===== src/rtl/fanpwm_pkg.sv =====
package fanpwm_pkg;

  typedef enum logic [2:0] {
    DUTY_OFF  = 3'd0,
    DUTY_Q1   = 3'd1,
    DUTY_HALF = 3'd2,
    DUTY_Q3   = 3'd3,
    DUTY_FULL = 3'd4
  } duty_code_e;

  // Width in cycles for a hardware duty code; codes above FULL saturate.
  function automatic int unsigned duty_width(logic [2:0] code, int unsigned period);
    case (code)
      DUTY_OFF:  return 0;
      DUTY_Q1:   return period / 4;
      DUTY_HALF: return period / 2;
      DUTY_Q3:   return (3 * period) / 4;
      default:   return period;
    endcase
  endfunction

endpackage


===== src/rtl/fanpwm_sel.sv =====
module fanpwm_sel #(
  parameter int unsigned PERIOD = 20000,
  parameter int unsigned W      = $clog2(PERIOD + 1)
) (
  input  logic         clk,
  input  logic         rst_n,
  input  logic [2:0]   hw_duty,
  input  logic [W-1:0] sw_width,
  input  logic         sw_width_we,
  output logic [W-1:0] target,
  output logic         req,
  output logic         sw_mode
);

  localparam logic [W-1:0] FULL_W = W'(PERIOD);

  logic [W-1:0] hw_w;
  logic         accept, override;
  logic         mode_q, mode_d;
  logic [W-1:0] sww_q, sww_d;
  logic [W-1:0] tgt_q;
  logic         acc_q;

  assign hw_w     = W'(fanpwm_pkg::duty_width(hw_duty, PERIOD));
  assign accept   = sw_width_we && (sw_width >= hw_w) && (sw_width <= FULL_W);
  assign override = mode_q && (hw_w > sww_q);

  always_comb begin
    mode_d = mode_q;
    sww_d  = sww_q;
    if (accept) begin
      mode_d = 1'b1;
      sww_d  = sw_width;
    end else if (override) begin
      mode_d = 1'b0;
    end
  end

  always_ff @(posedge clk or negedge rst_n) begin
    if (!rst_n) begin
      mode_q <= 1'b0;
      sww_q  <= FULL_W;
      tgt_q  <= FULL_W;
      acc_q  <= 1'b0;
    end else begin
      mode_q <= mode_d;
      sww_q  <= sww_d;
      tgt_q  <= target;
      acc_q  <= accept;
    end
  end

  assign target  = mode_q ? sww_q : hw_w;
  assign req     = (target != tgt_q) || acc_q;
  assign sw_mode = mode_q;

  AST_SW_WITHIN_PERIOD: assert property (@(posedge clk) disable iff (!rst_n)
    mode_q |-> (sww_q <= FULL_W));

  AST_HW_OVERRIDE: assert property (@(posedge clk) disable iff (!rst_n)
    (mode_q && (hw_w > sww_q) && !sw_width_we) |=> !mode_q);

endmodule


===== src/rtl/fanpwm_wave.sv =====
module fanpwm_wave #(
  parameter int unsigned PERIOD = 20000,
  parameter int unsigned W      = $clog2(PERIOD + 1)
) (
  input  logic         clk,
  input  logic         rst_n,
  input  logic [W-1:0] target,
  output logic [W-1:0] active_width,
  output logic         pwm
);

  localparam logic [W-1:0] LAST   = W'(PERIOD - 1);
  localparam logic [W-1:0] FULL_W = W'(PERIOD);

  logic [W-1:0] cnt_q, cnt_d;
  logic [W-1:0] act_q, act_d;
  logic         pwm_q, pwm_d;
  logic         wrap;

  assign wrap = (cnt_q == LAST);

  always_comb begin
    cnt_d = wrap ? '0 : cnt_q + 1'b1;
    act_d = wrap ? target : act_q;
    pwm_d = (cnt_d < act_d);
  end

  always_ff @(posedge clk or negedge rst_n) begin
    if (!rst_n) begin
      cnt_q <= '0;
      act_q <= FULL_W;
      pwm_q <= 1'b1;
    end else begin
      cnt_q <= cnt_d;
      act_q <= act_d;
      pwm_q <= pwm_d;
    end
  end

  assign active_width = act_q;
  assign pwm          = pwm_q;

  AST_WIDTH_AT_BOUNDARY: assert property (@(posedge clk) disable iff (!rst_n)
    !$stable(act_q) |-> ($past(cnt_q) == LAST));

  AST_CNT_IN_PERIOD: assert property (@(posedge clk) disable iff (!rst_n)
    cnt_q <= LAST);

endmodule


===== src/rtl/fanpwm_settle.sv =====
module fanpwm_settle #(
  parameter int unsigned SETTLE_CYCLES = 500_000_000
) (
  input  logic clk,
  input  logic rst_n,
  input  logic req,
  input  logic sw_mode,
  input  logic tp_we,
  input  logic tol_we,
  output logic done,
  output logic mon_en
);

  localparam int unsigned TW = $clog2(SETTLE_CYCLES + 1);
  localparam logic [TW-1:0] END_CNT = TW'(SETTLE_CYCLES - 1);

  logic          busy_q, busy_d;
  logic [TW-1:0] cnt_q, cnt_d;
  logic          done_q, done_d;
  logic          mon_q, mon_d;
  logic          need_q, need_d;
  logic          seen_q, seen_d;

  always_comb begin
    busy_d = busy_q;
    cnt_d  = cnt_q;
    done_d = 1'b0;
    mon_d  = mon_q;
    need_d = need_q;
    seen_d = seen_q;
    if (req) begin
      busy_d = 1'b1;
      cnt_d  = '0;
      mon_d  = 1'b0;
      need_d = sw_mode;
      seen_d = 1'b0;
    end else if (busy_q) begin
      if (cnt_q == END_CNT) begin
        busy_d = 1'b0;
        done_d = 1'b1;
        mon_d  = !need_q;
      end else begin
        cnt_d = cnt_q + 1'b1;
      end
    end else if (need_q) begin
      if (tol_we && seen_q) begin
        mon_d  = 1'b1;
        need_d = 1'b0;
        seen_d = 1'b0;
      end else if (tp_we) begin
        seen_d = 1'b1;
      end
    end
  end

  always_ff @(posedge clk or negedge rst_n) begin
    if (!rst_n) begin
      busy_q <= 1'b1;
      cnt_q  <= '0;
      done_q <= 1'b0;
      mon_q  <= 1'b0;
      need_q <= 1'b0;
      seen_q <= 1'b0;
    end else begin
      busy_q <= busy_d;
      cnt_q  <= cnt_d;
      done_q <= done_d;
      mon_q  <= mon_d;
      need_q <= need_d;
      seen_q <= seen_d;
    end
  end

  assign done   = done_q;
  assign mon_en = mon_q;

  AST_MON_OFF_WHILE_SETTLING: assert property (@(posedge clk) disable iff (!rst_n)
    busy_q |-> !mon_q);

  AST_DONE_SINGLE_CYCLE: assert property (@(posedge clk) disable iff (!rst_n)
    done_q |=> !done_q);

  AST_SETTLE_CNT_BOUND: assert property (@(posedge clk) disable iff (!rst_n)
    cnt_q <= END_CNT);

  AST_TOL_NEEDS_PERIOD: assert property (@(posedge clk) disable iff (!rst_n)
    (!busy_q && need_q && !seen_q && !req) |=> !mon_q);

endmodule


===== src/rtl/fanpwm_core.sv =====
module fanpwm_core #(
  parameter int unsigned PERIOD        = 20000,
  parameter int unsigned SETTLE_CYCLES = 500_000_000,
  localparam int unsigned W            = $clog2(PERIOD + 1)
) (
  input  logic         clk,
  input  logic         rst_n,
  input  logic [2:0]   hw_duty,
  input  logic [W-1:0] sw_width,
  input  logic         sw_width_we,
  input  logic         tacho_period_we,
  input  logic         tacho_tol_we,
  output logic         pwm,
  output logic [W-1:0] active_width,
  output logic         change_done,
  output logic         monitor_en
);

  logic [W-1:0] target;
  logic         req;
  logic         sw_mode;

  fanpwm_sel #(.PERIOD(PERIOD), .W(W)) u_sel (
    .clk         (clk),
    .rst_n       (rst_n),
    .hw_duty     (hw_duty),
    .sw_width    (sw_width),
    .sw_width_we (sw_width_we),
    .target      (target),
    .req         (req),
    .sw_mode     (sw_mode)
  );

  fanpwm_wave #(.PERIOD(PERIOD), .W(W)) u_wave (
    .clk          (clk),
    .rst_n        (rst_n),
    .target       (target),
    .active_width (active_width),
    .pwm          (pwm)
  );

  fanpwm_settle #(.SETTLE_CYCLES(SETTLE_CYCLES)) u_settle (
    .clk     (clk),
    .rst_n   (rst_n),
    .req     (req),
    .sw_mode (sw_mode),
    .tp_we   (tacho_period_we),
    .tol_we  (tacho_tol_we),
    .done    (change_done),
    .mon_en  (monitor_en)
  );

endmodule


===== config.mk =====
export PLATFORM = sky130hd
export DESIGN_NAME = fanpwm_core
export DESIGN_NICKNAME = d
export VERILOG_FILES = /design/src/rtl/fanpwm_pkg.sv /design/src/rtl/fanpwm_sel.sv /design/src/rtl/fanpwm_wave.sv /design/src/rtl/fanpwm_settle.sv /design/src/rtl/fanpwm_core.sv
export SDC_FILE = /design/constraint.sdc
export NUM_CORES = 1
export LEC_CHECK = 0
export BUFFER_PORTS_ARGS = -buffer_cell sky130_fd_sc_hd__buf_4
export CAP_MARGIN = 40
export CORE_UTILIZATION = 55
export DETAILED_ROUTE_END_ITERATION = 6
export HOLD_SLACK_MARGIN = 0.08
export PLACE_DENSITY = 0.79
export SLEW_MARGIN = 20
export SYNTH_ARGS = -nofsm -noshare
export SYNTH_HDL_FRONTEND = slang
export SYNTH_SLANG_ARGS = --single-unit

===== constraint.sdc =====
create_clock -name clk -period 3.01 [get_ports clk]
set_clock_uncertainty 0.1 [all_clocks]
set_input_delay 0.1505 -clock clk [delete_from_list [all_inputs] [get_ports clk]]
set_output_delay 0.1505 -clock clk [all_outputs]
set_load 0.03 [all_outputs]

==> metrics.yaml <==
r2r_slack_ns: 0.05
ys.warnings.count: 0
cts_max_level: 3
swShare_pct: 30.5
avgViaCountPerCell: 5.57
outcome: "completed"
critical_path.startpoint: "u_wave.cnt_q[1]"
place_area_sq_um: 5980
detail_route.wl_per_cell_um: 16.2
clkPwrFrac_pct: 27.0
ys_ff_latch: 97
dpl_worst_slack_ns: 0.0185
first_pass_iters: 4
async_flop_share_pct: 100
gp_congestion: 0.959
die_y_um: 102
setup_viol: 0
cts.sinks: 97
cap_violations: 0
synth_cells: 549
boundaryPins: 41
grt-ovfl-total: 0
hp-start: "sw_width_we"
slew_headroom_pct: 58.9
nets: 689
synth_area_leaders: "dfrtp_1 37%, ha_1 8.7%, dfstp_2 8.1%"
cp-start-kind: "flop"
die_x_um: 102
finalWirelength_mm: 12.4
drtIter0Drc: 210
endpoint_kind: "flop"
yosysUniqueCellTypes: 62
vias: 4269
power_density_nw_per_um2: 448
drv_slew: 0
port_buffers: 40
synth_top_area_share_pct: 36.5
power_leakage_nw: 3.10
tightest_slew_ns: 0.617
crit_required_ns: 3.19
synth_edf_count: 0
reg2regPathDepth: 11
rows: 36
n_antenna_cell: 0
cts_tree: "yes"
peakVddDrop_mv: 0.364
area_growth_pct: 18.8
start_util_pct: 56.3
cts_buffers: 9
p_seq_share_pct: 52.9
internal_power_mw: 2.03
drive_gt1_share_pct: 20.4
fin_ws_ns: 0.0484
clk_path_buf_depth: 2
min_path_type: "input pin to flop"
r2r_start: "u_wave.cnt_q[1]"
p_sw_uw: 891
synth_area_per_cell_sq_um: 9.98
ant_nets: 0
track_usage_pct: 24.7
num-fill-cells: 744
hold_viol: 0
drcViolationCount: 0
rsz0062_at_grt: "true"
antenna_found_initial: 0
dp_hpwl_mm: 8.61
root_buffer: "clkbuf_8"
yosys.area.top_type: "dfrtp_1"
grt_pass1_wl_mm: 19.9
fmax_ghz: 0.338
pwr-share-comb_pct: 20.1
path_class: "flop to flop"
r2r_end: "u_wave.pwm"
stdcell_area_sq_um: 6510
grt_max_degree: 51
cp.arrival_ns: 3.15
core_area_sq_um: 9730
clk_latency_ns: 0.37
dieArea_sq_um: 10400
synth_seq_area_share_pct: 44.7
post-route-period-util_pct: 98.4
first_global_vias: 4338
fin_util_pct: 66.9
path_max_fanout: 8
synthFlopType: "dfrtp_1"
synth_nets: 610
path_clk_slew_ns: 0.10
endpoint: "u_wave.pwm"
period_minus_slack_ns: 2.96
syn_area_sq_um: 5480
## synth_stat cells, drive strengths merged, types with 2 or more instances
library cell / count
xor2: 19
or2: 4
nand2: 40
a21oi: 15
o221ai: 2
mux2: 13
mux2i: 7
xnor2: 32
nand4: 17
nand2b: 4
and2: 10
a21boi: 2
a21o: 15
and4: 5
dfrtp: 80
nor3: 10
nor4: 6
nor2: 52
a211oi: 4
nand3: 18
buf: 10
or3: 5
and3: 5
dfstp: 17
nor2b: 7
clkbuf: 5
ha: 38
nor4bb: 2
o31ai: 2
nor4b: 4
inv: 58
o21ai: 7
a221oi: 2
o21a: 13
## power groups by stage
stage	clock, mW	combinational (mW)	sequential (mW)
after global routing	0.863	0.656	1.56
final	0.788	0.587	1.54
after detailed placement	0	0.556	1.56
after global placement	0	0.531	1.56
after floorplan	0	0.400	1.53
after CTS	0.809	0.582	1.54
## cell type report
type / count / area (sq um) / area share [%]
multi-input combinational: 379 / 2790 / 42.9
sequential: 97 / 2450 / 37.6
timing repair buffer: 83 / 706 / 10.8
inverter: 58 / 218 / 3.34
tap: 133 / 166 / 2.56
clock buffer: 10 / 128 / 1.96
clock inverter: 6 / 50.0 / 0.769
## cells in the final DEF, fill, tap and decap left out, drive strengths merged, types with 10 or more instances in the layout
| master | count |
|---|---|
| nor2 | 52 |
| nor3 | 10 |
| a21oi | 15 |
| xor2 | 19 |
| dlygate4sd3 | 18 |
| clkbuf | 11 |
| mux2 | 13 |
| and2 | 10 |
| xnor2 | 32 |
| o21a | 13 |
| nand3 | 18 |
| dfrtp | 80 |
| inv | 60 |
| buf | 64 |
| nand4 | 17 |
| dfstp | 17 |
| nand2 | 40 |
| a21o | 15 |
| ha | 38 |
## sequential cells by signal, summed over array words and instances, names as in the netlist
signal               count
u_settle.seen_q          1
u_wave.cnt_q            15
u_settle.need_q          1
u_settle.done            1
u_settle.busy_q          1
u_sel.sww_q             15
u_settle.cnt_q          29
u_wave.active_width     15
u_sel.tgt_q             15
u_sel.acc_q              1
u_wave.pwm               1
u_settle.mon_en          1
u_sel.sw_mode            1
## critical path: stages, from the launching register on
cell	delay [ns]
dfrtp_1	0.42
ha_4	0.16
and4_4	0.26
nand4_1	0.31
o21a_1	0.31
ha_1	0.28
a21o_1	0.19
a21o_1	0.17
a211oi_2	0.17
o21bai_1	0.10
a21o_1	0.18
a221oi_2	0.23
## what timing repair did
action / 4_1_cts / 5_1_grt
endpoints found under the hold margin: 64 / 0
gates resized for setup: 0 / 14
endpoints found under the setup margin: 0 / 4
hold buffers: 18 / 0
buffers inserted: 0 / 10
## per-layer routing
metal / vias to the layer above / global-route usage, % / share of wire (%)
met3: 36 / 3.90 / 3.1
met1: 2094 / 30.3 / 41
met2: 94 / 43.1 / 53
met4: 0 / 11.3 / 3.1
li1: 2045 / - / -
met5: - / 0 / 0
## metrics by stage
step                      setup TNS, ns  hold WS (ns)  power (mW)  std cells
after floorplan                       0        -0.245        1.93        549
after global placement                0         0.103        2.09        721
after detailed placement              0         0.106        2.12        721
after CTS                             0        0.0865        2.93        755
after global routing             -0.126         0.128        3.08        766
final                                 0         0.108        2.92        766
## worst min path at each step
stage                                    end  cells after the start
after global routing         u_sel.sww_q[14]                      3
after global placement    u_settle.cnt_q[10]                      1
after CTS                        u_sel.acc_q                      3
final                        u_sel.sww_q[14]                      3
after floorplan                  u_sel.acc_q                      0
after detailed placement  u_settle.cnt_q[14]                      1
## kinds of logic (layout without fill, tap and decap cells)
| family | after synthesis | in the layout | synth area share [%] |
|---|---|---|---|
| AOI/OAI and AO/OA | 77 | 77 | 10.5 |
| xor gates and xnor gates | 51 | 51 | 8.15 |
| adders and majority gates | 38 | 38 | 8.67 |
| buffers and inverters | 73 | 157 | 5.43 |
| DFF | 97 | 97 | 44.7 |
| muxes | 20 | 20 | 4.50 |
| and+or+nand+nor | 193 | 193 | 18.1 |
(Power assumes the default switching activity.)
